==> src/rtl/eep_pkg.sv <==
package eep_pkg;

    localparam int BYTE_W = 8;
    localparam int CE_W   = 3;

    localparam logic [3:0] TYPE_ARRAY = 4'b1010;
    localparam logic [3:0] TYPE_PROT  = 4'b0110;

    typedef enum logic [2:0] {
        ST_IDLE,
        ST_SEL,
        ST_ADDR,
        ST_WR,
        ST_RD
    } bus_state_e;

    // Condition and edge flags derived from the synchronised lines
    typedef struct packed {
        logic scl;
        logic scl_prev;
        logic sda;
        logic scl_rise;
        logic scl_fall;
        logic start;
        logic stop;
    } line_ev_t;

    // Result of matching a select byte
    typedef struct packed {
        logic hit;
        logic space;
        logic rd;
    } sel_dec_t;

    function automatic sel_dec_t decode_select(input logic [BYTE_W-1:0] b,
                                               input logic [CE_W-1:0]   ce);
        sel_dec_t d;
        logic ce_ok;
        ce_ok   = (b[3:1] == ce);
        d.space = (b[7:4] == TYPE_PROT);
        d.hit   = ce_ok && ((b[7:4] == TYPE_ARRAY) || (b[7:4] == TYPE_PROT));
        d.rd    = b[0];
        return d;
    endfunction

endpackage

==> src/rtl/eep_line_sync.sv <==
module eep_line_sync
    import eep_pkg::*;
#(
    parameter int STAGES = 2
) (
    input  logic     clk,
    input  logic     rst,
    input  logic     scl_i,
    input  logic     sda_i,
    output line_ev_t ev
);
    localparam int TOP = STAGES - 1;

    logic [STAGES-1:0] scl_ff;
    logic [STAGES-1:0] sda_ff;
    logic              scl_q;
    logic              sda_q;
    logic              scl_s;
    logic              sda_s;

    generate
        if (STAGES == 1) begin : g_single
            always_ff @(posedge clk) begin
                if (rst) begin
                    scl_ff <= '1;
                    sda_ff <= '1;
                end else begin
                    scl_ff[0] <= scl_i;
                    sda_ff[0] <= sda_i;
                end
            end
        end else begin : g_chain
            always_ff @(posedge clk) begin
                if (rst) begin
                    scl_ff <= '1;
                    sda_ff <= '1;
                end else begin
                    scl_ff <= {scl_ff[STAGES-2:0], scl_i};
                    sda_ff <= {sda_ff[STAGES-2:0], sda_i};
                end
            end
        end
    endgenerate

    assign scl_s = scl_ff[TOP];
    assign sda_s = sda_ff[TOP];

    always_ff @(posedge clk) begin
        if (rst) begin
            scl_q <= 1'b1;
            sda_q <= 1'b1;
        end else begin
            scl_q <= scl_s;
            sda_q <= sda_s;
        end
    end

    always_comb begin
        ev.scl      = scl_s;
        ev.scl_prev = scl_q;
        ev.sda      = sda_s;
        ev.scl_rise = scl_s && !scl_q;
        ev.scl_fall = !scl_s && scl_q;
        ev.start    = scl_s && scl_q && sda_q && !sda_s;
        ev.stop     = scl_s && scl_q && !sda_q && sda_s;
    end

endmodule

==> src/rtl/eep_byte_reg.sv <==
module eep_byte_reg
    import eep_pkg::*;
(
    input  logic              clk,
    input  logic              rst,
    input  logic              shift_en,
    input  logic              bit_in,
    input  logic              load_en,
    input  logic [BYTE_W-1:0] load_val,
    output logic [BYTE_W-1:0] q
);
    always_ff @(posedge clk) begin
        if (rst) begin
            q <= '0;
        end else if (load_en) begin
            q <= load_val;
        end else if (shift_en) begin
            q <= {q[BYTE_W-2:0], bit_in};
        end
    end

endmodule

==> src/rtl/eep_addr_ctr.sv <==
module eep_addr_ctr #(
    parameter int W = 8
) (
    input  logic         clk,
    input  logic         rst,
    input  logic         load,
    input  logic [W-1:0] load_val,
    input  logic         inc,
    output logic [W-1:0] value
);
    always_ff @(posedge clk) begin
        if (rst) begin
            value <= '0;
        end else if (load) begin
            value <= load_val;
        end else if (inc) begin
            value <= value + W'(1);
        end
    end


    ctr_wrap_chk: assert property (@(posedge clk) disable iff (rst)
        (inc && !load && (value == '1)) |=> (value == '0));


    ctr_load_chk: assert property (@(posedge clk) disable iff (rst)
        load |=> (value == $past(load_val)));

endmodule

==> src/rtl/eep_bus_slave.sv <==
module eep_bus_slave
    import eep_pkg::*;
#(
    parameter int SYNC_STAGES = 2
) (
    input  logic              clk,
    input  logic              rst,
    input  logic              scl_i,
    input  logic              sda_i,
    output logic              sda_oe,
    input  logic [CE_W-1:0]   chip_en,
    input  logic              busy_i,
    output logic              mem_rd,
    output logic              mem_wr,
    output logic              mem_space,
    output logic [BYTE_W-1:0] mem_addr,
    output logic [BYTE_W-1:0] mem_wdata,
    input  logic [BYTE_W-1:0] mem_rdata
);
    localparam int CNT_W = $clog2(BYTE_W + 1);
    localparam logic [CNT_W-1:0] LAST_BIT = CNT_W'(BYTE_W);

    line_ev_t          ev;
    bus_state_e        state;
    logic [CNT_W-1:0]  cnt;
    logic              ack_ph;
    logic              sel_rd;
    logic              rd_d1;
    logic [BYTE_W-1:0] rx_q;
    logic [BYTE_W-1:0] tx_q;
    logic [BYTE_W-1:0] ctr_q;
    sel_dec_t          dec;

    logic start_ok;
    logic rx_mode;
    logic rx_shift;
    logic byte_end;
    logic ctr_load;
    logic [2:0] tx_idx;

    eep_line_sync #(.STAGES(SYNC_STAGES)) u_sync (
        .clk   (clk),
        .rst   (rst),
        .scl_i (scl_i),
        .sda_i (sda_i),
        .ev    (ev)
    );

    assign start_ok = ev.start && !busy_i;
    assign rx_mode  = (state == ST_SEL) || (state == ST_ADDR) || (state == ST_WR);
    assign rx_shift = rx_mode && !ack_ph && ev.scl_rise && (cnt < LAST_BIT);
    assign byte_end = !ack_ph && ev.scl_fall && (cnt == LAST_BIT);
    assign ctr_load = (state == ST_ADDR) && byte_end && !start_ok && !ev.stop;
    assign tx_idx   = 3'(3'd7 - cnt[2:0]);
    assign dec      = decode_select(rx_q, chip_en);

    eep_byte_reg u_rx (
        .clk      (clk),
        .rst      (rst),
        .shift_en (rx_shift),
        .bit_in   (ev.sda),
        .load_en  (1'b0),
        .load_val ('0),
        .q        (rx_q)
    );

    eep_byte_reg u_tx (
        .clk      (clk),
        .rst      (rst),
        .shift_en (1'b0),
        .bit_in   (1'b0),
        .load_en  (rd_d1),
        .load_val (mem_rdata),
        .q        (tx_q)
    );

    eep_addr_ctr #(.W(BYTE_W)) u_ctr (
        .clk      (clk),
        .rst      (rst),
        .load     (ctr_load),
        .load_val (rx_q),
        .inc      (mem_rd || mem_wr),
        .value    (ctr_q)
    );

    assign mem_addr  = ctr_q;
    assign mem_wdata = rx_q;

    always_ff @(posedge clk) begin
        if (rst) begin
            state     <= ST_IDLE;
            cnt       <= '0;
            ack_ph    <= 1'b0;
            sel_rd    <= 1'b0;
            sda_oe    <= 1'b0;
            mem_rd    <= 1'b0;
            mem_wr    <= 1'b0;
            mem_space <= 1'b0;
            rd_d1     <= 1'b0;
        end else begin
            mem_rd <= 1'b0;
            mem_wr <= 1'b0;
            rd_d1  <= mem_rd;
            if (start_ok) begin
                state  <= ST_SEL;
                cnt    <= '0;
                ack_ph <= 1'b0;
                sda_oe <= 1'b0;
            end else if (ev.stop) begin
                state  <= ST_IDLE;
                ack_ph <= 1'b0;
                sda_oe <= 1'b0;
            end else begin
                unique case (state)
                    ST_SEL, ST_ADDR, ST_WR: begin
                        if (!ack_ph) begin
                            if (rx_shift) begin
                                cnt <= cnt + 1'b1;
                            end else if (byte_end) begin
                                ack_ph <= 1'b1;
                                if (state == ST_SEL) begin
                                    if (dec.hit) begin
                                        sda_oe    <= 1'b1;
                                        mem_space <= dec.space;
                                        sel_rd    <= dec.rd;
                                        mem_rd    <= dec.rd;
                                    end else begin
                                        state  <= ST_IDLE;
                                        ack_ph <= 1'b0;
                                    end
                                end else if (state == ST_ADDR) begin
                                    sda_oe <= 1'b1;
                                end else begin
                                    sda_oe <= 1'b1;
                                    mem_wr <= 1'b1;
                                end
                            end
                        end else if (ev.scl_fall) begin
                            ack_ph <= 1'b0;
                            cnt    <= '0;
                            if (state == ST_SEL && sel_rd) begin
                                state  <= ST_RD;
                                sda_oe <= !tx_q[BYTE_W-1];
                            end else begin
                                sda_oe <= 1'b0;
                                if (state == ST_SEL) begin
                                    state <= ST_ADDR;
                                end else if (state == ST_ADDR) begin
                                    state <= ST_WR;
                                end
                            end
                        end
                    end
                    ST_RD: begin
                        if (!ack_ph) begin
                            if (ev.scl_rise && (cnt < LAST_BIT)) begin
                                cnt <= cnt + 1'b1;
                            end else if (ev.scl_fall) begin
                                if (cnt == LAST_BIT) begin
                                    sda_oe <= 1'b0;
                                    ack_ph <= 1'b1;
                                end else begin
                                    sda_oe <= !tx_q[tx_idx];
                                end
                            end
                        end else begin
                            if (ev.scl_rise) begin
                                if (ev.sda) begin
                                    state  <= ST_IDLE;
                                    ack_ph <= 1'b0;
                                end else begin
                                    mem_rd <= 1'b1;
                                end
                            end else if (ev.scl_fall) begin
                                ack_ph <= 1'b0;
                                cnt    <= '0;
                                sda_oe <= !tx_q[BYTE_W-1];
                            end
                        end
                    end
                    default: begin
                        cnt <= cnt;
                    end
                endcase
            end
        end
    end


    sda_oe_stable_chk: assert property (@(posedge clk) disable iff (rst)
        (ev.scl && ev.scl_prev) |-> $stable(sda_oe));


    mem_excl_chk: assert property (@(posedge clk) disable iff (rst)
        !(mem_rd && mem_wr));


    mem_rd_pulse_chk: assert property (@(posedge clk) disable iff (rst)
        mem_rd |=> !mem_rd);


    mem_wr_pulse_chk: assert property (@(posedge clk) disable iff (rst)
        mem_wr |=> !mem_wr);


    busy_idle_chk: assert property (@(posedge clk) disable iff (rst)
        (state == ST_IDLE && busy_i) |=> (state == ST_IDLE));


    idle_release_chk: assert property (@(posedge clk) disable iff (rst)
        (state == ST_IDLE) |-> !sda_oe);


    idle_no_req_chk: assert property (@(posedge clk) disable iff (rst)
        (state == ST_IDLE) |=> (!mem_wr && !mem_rd));


    wr_in_write_chk: assert property (@(posedge clk) disable iff (rst)
        mem_wr |-> (state == ST_WR));

endmodule

==> config.mk <==
export PLATFORM = sky130hd
export DESIGN_NAME = eep_bus_slave
export DESIGN_NICKNAME = d
export VERILOG_FILES = /design/src/rtl/eep_pkg.sv /design/src/rtl/eep_line_sync.sv /design/src/rtl/eep_byte_reg.sv /design/src/rtl/eep_addr_ctr.sv /design/src/rtl/eep_bus_slave.sv
export SDC_FILE = /design/constraint.sdc
export NUM_CORES = 1
export LEC_CHECK = 0
export ABC_AREA = 0
export BUFFER_PORTS_ARGS = -buffer_cell sky130_fd_sc_hd__buf_2
export CAP_MARGIN = 40
export CORE_MARGIN = 5
export CORE_UTILIZATION = 55
export DETAILED_ROUTE_END_ITERATION = 10
export PLACE_DENSITY = 0.78
export SYNTH_ARGS = -nofsm -noshare
export SYNTH_HDL_FRONTEND = slang
export SYNTH_SLANG_ARGS = --single-unit
==> constraint.sdc <==
create_clock -name clk -period 5.65 [get_ports clk]
set_input_delay 0.2825 -clock clk [delete_from_list [all_inputs] [get_ports clk]]
set_output_delay 0.2825 -clock clk [all_outputs]
set_load 0.01 [all_outputs]
-- After elaboration in Yosys (flattened, before gate mapping)
Cells that the tools add are included.
- muxes and demuxes: 62
- magnitude comparators: 2
- add/subtract/negate cells: 3
- equal/unequal tests: 32
- reductions and logical operators: 45
- bitwise gates (word level): 6
- operators with widths (operator ; number):
    $mux 1 ; 36
    $mux 3 ; 12
    $ne 3x3->1 const B ; 9
    $ne 5x5->1 const B ; 5
    $mux 4 ; 6
    $reduce_and 10->1 ; 2
    $logic_and 1x1->1 ; 19
    $mux 8 ; 2
    $ne 4x4->1 const B ; 4
    $reduce_and 8->1 ; 2
    $logic_not 1->1 ; 10
    $add 8x1->8 const B ; 1
    $eq 4x4->1 const B ; 2
    $pmux 4 s2 ; 1
    $reduce_or 8->1 ; 1
    $eq 3x2->1 const B ; 2
    $ne 2x2->1 const B ; 3
    $ne 6x6->1 const B ; 1
    $not 1->1 ; 6
    $pmux 1 s2 ; 3
    $pmux 3 s2 ; 1
    $reduce_or 3->1 ; 2
    $reduce_and 5->1 ; 1
    $add 4x1->4 const B ; 1
    other kinds (14) ; 18
- output and inout bits: 20
- flip-flop bits (word level): 44
- logic and storage cells: 167

-- Depth between registers and ports, before layout
Gate-level depths: netlist of run 1.
- depth after elaboration: 11
- depth in mapped cells: 7
- mapped depth without buffers: 5

-- Modules after synthesis
A second synthesis of run 1 with hierarchy kept.
- cells, all modules: 272
- area, all modules: 2457.4 um^2
- by module, submodules not included (module ; area an instance (um^2) ; instances ; cells an instance):
    eep_bus_slave ; 1042.2 ; 1 ; 130
    eep_byte_reg ; 369.1 ; 2 ; 35
    eep_addr_ctr ; 464.2 ; 1 ; 53
    eep_line_sync ; 212.7 ; 1 ; 19

-- Least setup slack after synthesis of run 1
OpenSTA, ideal clock, no wires.
- path type: reg2reg
- start point: reg cnt[0]
- end point: reg state[1]
- stages on the path, launching flop included: 6
- clock period less this slack: 1.840 ns
- setup time: 0.070 ns
- arrival: 1.770 ns
- setup slack: 3.810 ns
- data required time: 5.580 ns
- cells stage by stage: dfxtp_1 > or4b_4 > nor2_2 > o221ai_2 > or4_1 > a21oi_1
- longest elaborated chain between the ends: 4
- ends and longest elaborated chain (item ; RTL line ; source):
    from (decl) ; eep_bus_slave.sv:25 ; logic [CNT_W-1:0] cnt;
    from (signal assigned) ; eep_bus_slave.sv:118 ; cnt <= cnt + 1'b1;
    from (signal assigned) ; eep_bus_slave.sv:157 ; cnt <= cnt + 1'b1;
    from (signal assigned) ; eep_bus_slave.sv:182 ; cnt <= cnt;
    $lt 4x4->1 or $eq 4x4->1 (tied branches) ; eep_bus_slave.sv:51, eep_bus_slave.sv:52 ;
    $logic_and 1x1->1 (on tied branches) ; eep_bus_slave.sv:51, eep_bus_slave.sv:52 ;
    $ne 3x3->1 (no source line) ; -- ;
    $reduce_and 10->1 (no source line) * ; -- ;
    to (signal assigned) ; eep_bus_slave.sv:91 ; state <= ST_IDLE;
    to (signal assigned) ; eep_bus_slave.sv:105 ; state <= ST_SEL;
    to (signal assigned) ; eep_bus_slave.sv:110 ; state <= ST_IDLE;
    to (decl) ; eep_bus_slave.sv:24 ; bus_state_e state;
Mark *: on every way between the ends. The rest lies on a longest branch, timed or not.
A chain may end at the register's enable or synchronous reset.

-- Worst setup path in the final report of run 1
- start point: reg cnt[0]
- end point: reg u_ctr.value[5]
- longest elaborated chain between the ends: 6
- ends and longest elaborated chain (item ; RTL line ; source):
    $eq 4x4->1 * ; eep_bus_slave.sv:52 ; assign byte_end = !ack_ph && ev.scl_fall && (cnt == LAST_BIT);
    $logic_and 1x1->1 * ; eep_bus_slave.sv:52 ;
    $logic_and 1x1->1 * (3 in a row) ; eep_bus_slave.sv:53 ; assign ctr_load = (state == ST_ADDR) && byte_end && !start_ok && !ev.stop;
    $mux 8 or $reduce_bool 2->1 (tied branches) ; -- ;
    to (signal assigned) ; eep_addr_ctr.sv:15 ; value <= load_val;
    to (signal assigned) ; eep_addr_ctr.sv:17 ; value <= value + W'(1);
    to (decl) ; eep_addr_ctr.sv:9 ; output logic [W-1:0] value
Marks and branches as above.

==> results of run 1 <==
[through the flow]
stage / std cells / setup slack, ns / power, mW / hold WS (ns)
2_1_floorplan: 227 / 3.81 / 0.376 / 0.386
3_3_place_gp: 299 / 3.62 / 0.393 / 0.395
3_5_place_dp: 299 / 3.62 / 0.392 / 0.395
4_1_cts: 307 / 3.61 / 0.640 / 0.147
5_1_grt: 307 / 3.39 / 0.664 / 0.149
6_report: 307 / 3.61 / 0.636 / 0.155
[per-layer routing]
metal / track usage, % / vias to the layer above
li1: - / 877
met1: 26.3 / 846
met2: 28.4 / 44
met3: 5.40 / 7
met4: 5.53 / 0
met5: 0 / -
[power breakdown]
group          total [mW]  switching [mW]  leakage, nW  internal, mW
Clock               0.250           0.117       0.0548         0.133
Sequential          0.326          0.0109        0.356         0.315
Combinational      0.0602          0.0352        0.566        0.0249
[cell families after synthesis]
kind of cell | share of synthesized area, %
compound gates | 13.1
xor+xnor | 5.72
fa+ha+maj | 1.17
buf+inv | 2.57
flops | 41.1
mux | 12.3
simple gates | 24.1
[cells in the final DEF (no fill, tap or decap), drive strengths merged, types with 3 or more instances in the layout]
cell type,synthesis,routed
a21oi,9,9
nor2b,4,4
buf,6,35
nand3,7,7
mux2i,21,21
dfxtp,44,44
o21ai,4,4
or2,7,7
a211oi,7,7
or4,3,3
clkbuf,5,5
nor3,6,6
nor3b,4,4
nor2,38,38
nand2,9,9
xor2,11,11
xnor2,3,3
[final timing paths]
| check | startpoint | end |
|---|---|---|
| worst min register to register | u_sync.sda_ff[0] | u_sync.sda_ff[1] |
| worst max-delay path | cnt[0] | u_ctr.value[5] |
| worst min-delay path | sda_i | u_sync.sda_ff[0] |
| worst max register to register | cnt[0] | u_ctr.value[5] |
[worst max-delay path, stage by stage, from the launching register on]
cell and delay [ns]:
dfxtp_1 0.40, or4b_4 0.61, nor3_2 0.18, nand4b_2 0.39, nor2_1 0.25, a211oi_1 0.07
[state kept, by name (all words and copies together), names as in the netlist, 2 cells and up]
register	flops
u_sync.sda_ff	2
u_sync.scl_ff	2
u_tx.q	8
u_ctr.value	8
cnt	4
state	3
u_rx.q	8
[area by class of cell]
cell class              instances  area (um2)  share of cell area [%]
well taps                      48        60.1                    2.46
clock buffers                   5        68.8                    2.82
multi-input cells             171        1210                    49.4
clock inverters                 3        46.3                    1.90
flip-flops and latches         44         881                    36.1
repair buffers                 35         175                    7.17
inverters                       1        3.75                   0.154
==> results.cfg, run 1 <==
[detailed_routing]
met3_length_um = 277
top_layer_used = met4
wl_per_cell_um = 15.1
dr.pass1.iters = 4
via_per_inst = 5.78
dr_wl_met2_um = 2120
ant_nets = 0
detail_route.iter0.violations = 208
via_count = 1774
remaining_drc_errors = 0
drt_wl_total_um = 4650
wl_met1_um = 2180

[yosys]
syn-cell-area_um2 = 2140
synth_nets = 245
synth_largest_area_cell = dfxtp_1
async_flop_share_pct = 0
synthCells = 227
synthFlopType = dfxtp_1
synth_area_leaders = dfxtp_1, mux2i_1, nor2_1
synth-seq-area-share_pct = 41.1
synth.distinct_cells = 49
ys_warn_count = 0
yosysTopAreaCellShare_pct = 41.1
yosys.cell_count.top_type = dfxtp_1
synth_edf_count = 0
netlist_top_cells_count = dfxtp_1, nor2_1, mux2i_1, xor2_1
syn_area_per_cell_um2 = 9.44
synth_seq_cells = 44

[run]
maxCapViolCount = 0

[power_and_ir_drop]
vdd_drop_max_v = 0.000186
power_density_nw_per_um2 = 261
leakage_nw = 0.976

[global_routing]
grt_usage_pct = 18.9
grt_pass1_wl_um = 7780
antenna_found_initial = 0
grt_max_degree = 39
grt_pass1_vias = 1593
grt_overflow_total = 0

[clock_network]
clock_path_buffers = 2
cts_hold_buf = 0
clock_latency_ns = 0.31
htree_levels = 2
path_clk_slew_ns = 0.09
ctsResizeCount = 0
root_buffer = clkbuf_8
postCtsSetupBuffers = 0
cts_tree = built
clock_sinks = 44
cts_made_buffers = 5

[setup_path]
cp-start-kind = register
worstPathRequired_ns = 5.81
critPathCaptureType = register
cp_max_fo = 15
cp.arrival_ns = 2.21
worst-setup-path-type = register to register
reg2reg_depth = 5
reg2reg_slack_ns = 3.61

[finish]
fillers = 336
diodes = 0
design_area_um2 = 2440
syn2layout_area_growth_pct = 14.0
nNetsFinal = 276
fin_util_pct = 65.7
drive_gt1_share_pct = 22.4

[floorplanning]
dieHeight_um = 72.4
dieArea_um2 = 5250
start_util_pct = 57.7
core-area_um2 = 3720
io_pins = 36
die_w_um = 72.4
rows = 22

[timing]
fmax_ghz = 0.489
min_period_ns = 2.04
tightest_slew_ns = 0.659
drv_slew = 0
fin_skew_ns = 0.00570
rsz0062_at_grt = false
setup_tns_ns = 0
hold_viol = 0
maxSlewHeadroom_pct = 56.0
final-setup-viol-count = 0
fin_crit_sh_pct = 36.2

[place]
gp_congestion = 0.968
dpl_cell_area_um2 = 2330
port_buffers = 35
dpl.hpwl_um = 3310

[status]
status = finished clean

[worst_hold_path]
hold_depth = 2
hold_path_class = input port to register
Power figures use the tool's default switching activity.
==> run 2, diff against run 1 <==
==> constraint.sdc (replaced) <==
create_clock -name clk -period 1.9 [get_ports clk]
set_input_delay 0.095 -clock clk [delete_from_list [all_inputs] [get_ports clk]]
set_output_delay 0.095 -clock clk [all_outputs]
set_load 0.01 [all_outputs]
==> results.cfg, run 2 (same netlist as run 1, synthesis figures left out) <==
[status]
status = finished clean

[finish]
diodes = 0
syn2layout_area_growth_pct = 24.8
final_cells = 332
fin_util_pct = 72.0
reg.largest.list = u_ctr.value: 8 flops, u_rx.q: 8 flops, u_tx.q: 8 flops
nNetsFinal = 301
design_area_um2 = 2670
layout_common_cells = dfxtp_1, nor2_1, buf_2
drive_gt1_share_pct = 30.6
layout_commonest_cell = dfxtp_1

[clock_network]
clock_latency_ns = 0.30
cts_tree = built
postCtsSetupBuffers = 0
htree_levels = 2
root_buffer = clkbuf_8
cts_made_buffers = 5
path_clk_slew_ns = 0.09
clock_sinks = 44
clock_path_buffers = 2

[timing]
fin_crit_sh_pct = 96.8
rsz0062_at_grt = false
setup_tns_ns = 0
final-setup-viol-count = 0
tightest_slew_ns = 0.676
finalWorstSetupSlack_ns = 0.0611
maxSlewHeadroom_pct = 54.9
fin_hold_ws_ns = 0.0236
min_period_ns = 1.84
hold_viol = 0
fin_skew_ns = 0.00409
drv_slew = 0
fmax_ghz = 0.544

[setup_path]
worst-setup-path-type = register to register
cp-start-kind = register
cp_max_fo = 9
reg2reg_depth = 6
critPathCaptureType = register
cp.arrival_ns = 2.08
timing.rr.start = state[2]
r2r-end = state[2]
reg2reg_slack_ns = 0.06
worstPathRequired_ns = 2.14

[global_routing]
grt_usage_pct = 20.3
grt_max_degree = 39
grt_pass1_vias = 1727
antenna_found_initial = 0
grt_overflow_total = 0
grt_pass1_wl_um = 8360

[floorplanning]
core-area_um2 = 3720
start_util_pct = 57.7
die_w_um = 72.4
rows = 22
io_pins = 36
dieArea_um2 = 5250
dieHeight_um = 72.4

[place]
port_buffers = 35
dp_slack_ns = 0.0557
dpl_cell_area_um2 = 2510
dpl.hpwl_um = 3740
gp_congestion = 0.924
dp.cells = 322

[detailed_routing]
via_per_inst = 5.55
wl_per_cell_um = 15.4
drt_wl_total_um = 5100
ant_nets = 0
detail_route.iter0.violations = 97
remaining_drc_errors = 0
dr.pass1.iters = 4
via_count = 1842

[worst_hold_path]
worstHoldStart = mem_rdata[7]
worstHoldEndpoint = u_tx.q[7]
hold_depth = 3
hold_path_class = input port to register

[power_and_ir_drop]
power_density_nw_per_um2 = 742
leakage_nw = 1.12
total_power_mw = 1.99
vdd_drop_max_v = 0.000569

[run]
maxCapViolCount = 0
## run 2: routing by layer
metal	wire length, um	global-route usage (%)	share of wire, %
met2	2470	33.7	48
met5	0	0	0
met3	297	4.99	5.8
met4	61	3.69	1.2
met1	2280	27.0	45
## run 2: what timing repair did
| item | CTS | global route |
|---|---|---|
| setup endpoints to repair | 0 | 5 |
| endpoints found under the hold margin | 2 | 0 |
| resized for setup | 0 | 7 |
| hold buffers | 2 | 0 |
## run 2: cell type report
type                    instances  area [um2]
multi-input cells             171        1220
clock buffers                   6        82.6
well taps                      48        60.1
flip-flops and latches         44         885
inverters                       1        3.75
repair buffers                 60         380
clock inverters                 2        38.8
fillers                       300        1040
## run 2: worst max-delay path by stage
stage / depth (start not counted) / slack [ns] / endpoint / from
after global routing: 6 / 0.005 / state[0] / state[1]
after detailed placement: 6 / 0.06 / state[2] / state[2]
after floorplan: 5 / 0.06 / state[1] / cnt[0]
after CTS: 6 / 0.03 / state[2] / state[2]
final: 6 / 0.06 / state[2] / state[2]
after global placement: 6 / 0.09 / state[1] / state[2]
## run 2: worst max-delay path: stages, from the launching register on
cell	delay (ns)
dfxtp_2	0.37
buf_4	0.15
nor4bb_1	0.32
o21a_1	0.17
o221ai_2	0.13
or4b_1	0.49
a21oi_1	0.14
## run 2: where the power goes
part / internal [mW] / switching (mW) / leakage [nW]
Sequential: 0.938 / 0.0196 / 0.357
Clock: 0.430 / 0.342 / 0.0614
Combinational: 0.120 / 0.136 / 0.697
Total: 1.49 / 0.497 / 1.12
==> run 3, diff against run 2 <==
--- a/config.mk
+++ b/config.mk
@@ -11,7 +11,8 @@
 export CORE_MARGIN = 5
 export CORE_UTILIZATION = 55
 export DETAILED_ROUTE_END_ITERATION = 10
-export PLACE_DENSITY = 0.78
+export PLACE_DENSITY = 0.77
 export SYNTH_ARGS = -nofsm -noshare
 export SYNTH_HDL_FRONTEND = slang
+export SYNTH_HIERARCHICAL = 1
 export SYNTH_SLANG_ARGS = --single-unit
==> results.cfg, run 3 <==
[clock_network]
cts_tree = built
htree_levels = 2
cts_made_buffers = 5
clock_path_buffers = 2
root_buffer = clkbuf_8
path_clk_slew_ns = 0.08
clock_latency_ns = 0.29
clock_sinks = 44

[detailed_routing]
wl_per_cell_um = 14.6
ant_nets = 0
detail_route.iter0.violations = 141
drt_wl_total_um = 5830
via_count = 2235
via_per_inst = 5.60
dr.pass1.iters = 5
remaining_drc_errors = 0

[power_and_ir_drop]
vdd_drop_max_v = 0.000483
p_int_mw = 1.40
leakage_nw = 1.31
total_power_mw = 1.82
p_switching_uw = 418
swShare_pct = 23.0
power_frac_comb_pct = 9.6
clock_power_share_pct = 37.4
power_density_nw_per_um2 = 588
power_frac_seq_pct = 53.0

[place]
dpl_cell_area_um2 = 2870
dpl.hpwl_um = 4160
gp_congestion = 0.926
port_buffers = 35
dp.cells = 386
dp_slack_ns = -0.0509

[run]
maxCapViolCount = 0

[global_routing]
antenna_found_initial = 0
grt_max_degree = 21
grt_overflow_total = 0
grt_pass1_wl_um = 9520
grt_usage_pct = 19.5
grt_pass1_vias = 2026

[finish]
nNetsFinal = 366
drive_gt1_share_pct = 29.7
final_cells = 399
syn2layout_area_growth_pct = 26.8
diodes = 0
layout_commonest_cell = dfxtp_1
reg.largest.list = u_ctr/value: 8 flops, u_rx/q: 8 flops, u_tx/q: 8 flops
design_area_um2 = 3100
layout_common_cells = dfxtp_1, buf_2, buf_4

[timing]
tightest_slew_ns = 0.573
fmax_ghz = 0.513
drv_slew = 0
fin_skew_ns = 0.00744
hold_viol = 0
finalWorstSetupSlack_ns = -0.0500
rsz0062_at_grt = true
fin_crit_sh_pct = 103
min_period_ns = 1.95
fin_hold_ws_ns = 0.0932
final-setup-viol-count = 5
maxSlewHeadroom_pct = 61.3

[setup_path]
worstPathRequired_ns = 2.08
worstPathCellList = or4b_4, nor2_4, nand2_2, nor3b_4, buf_6, inv_1, nor2_2, a211oi_2
timing.rr.start = cnt[0]
r2r-end = u_ctr/value[3]
cp_max_fo = 8
cp-start-kind = register
critPathBufInv = 2
reg2reg_depth = 8
crit_family = simple AND/OR/NAND/NOR gates
worst-setup-path-type = register to register
reg2reg_slack_ns = -0.05
critPathCaptureType = register
cp.arrival_ns = 2.13
critPathMaxStageDelay_ns = 0.57
slowest_stage = or4b_4

[yosys]
synthCells = 270
syn_area_per_cell_um2 = 9.05
ys_warn_count = 6
syn-cell-area_um2 = 2440

[floorplanning]
core-area_um2 = 4320
dieHeight_um = 76.6
die_w_um = 76.6
dieArea_um2 = 5870
io_pins = 36
rows = 24
start_util_pct = 56.5

[worst_hold_path]
hold_depth = 3
worstHoldEndpoint = u_tx/q[4]
worstHoldStart = mem_rdata[4]
hold_path_class = input port to register

[status]
violations = negative setup slack
status = finished with violations
## run 3: how the worst max path moves through the flow
stage	from	to	slack, ns	cells after the start
floorplan	cnt[0]	u_ctr/value[5]	0.002	9
global placement	u_sync/sda_ff[1]	u_ctr/value[7]	-0.01	7
detailed placement	u_sync/sda_ff[1]	u_ctr/value[7]	-0.05	7
CTS	u_sync/sda_ff[1]	u_ctr/value[7]	0.007	7
global route	cnt[0]	u_ctr/value[4]	-0.16	8
finish	cnt[0]	u_ctr/value[3]	-0.05	8
## run 3: worst reg2reg max path, stage by stage, from the launching register on
cell and delay, ns:
dfxtp_1 0.32, or4b_4 0.57, nor2_4 0.12, nand2_2 0.08, nor3b_4 0.27, buf_6 0.17
inv_1 0.11, nor2_2 0.15, a211oi_2 0.05
## run 3: metrics by stage
step | utilization [%] | setup TNS, ns
finish | 71.6 | -0.178
detailed placement | 66.4 | -0.143
CTS | 69.8 | 0
floorplan | - | 0
global placement | 66.4 | -0.0219
global route | 71.6 | -0.918
## run 3: power groups by stage
stage / logic [mW] / registers (mW) / clock network, mW
after floorplan: 0.0972 / 0.988 / 0
after global placement: 0.159 / 0.986 / 0
after detailed placement: 0.161 / 0.987 / 0
after CTS: 0.169 / 0.965 / 0.686
after global routing: 0.193 / 0.970 / 0.724
final: 0.175 / 0.966 / 0.682
## run 3: final cells by class
type | count | area (um2)
clock buffer | 5 | 68.8
clock inverter | 1 | 30.0
fill | 356 | 1230
inverter | 9 | 33.8
multi-input combinational | 219 | 1580
sequential | 44 | 883
tap | 52 | 65.1
timing repair buffer | 69 | 439
## run 3: timing repair
| action | 4_1_cts | 5_1_grt |
|---|---|---|
| endpoints found under the hold margin | 2 | 0 |
| hold buffers | 2 | 0 |
| buffers inserted | 1 | 4 |
| resized for setup | 5 | 12 |
| setup endpoints to repair | 7 | 11 |
| pin swaps | 3 | 8 |
## run 3: layer usage
layer  track usage, %  up-vias  routed length, um  share of wire [%]
li1                 -     1116                  -                  -
met1             26.2     1051               2810                 48
met2             31.7       59               2660                 46
met3             3.55        9                266                4.6
met4             5.59        0                 88                1.5
met5                0        -                  0                  0
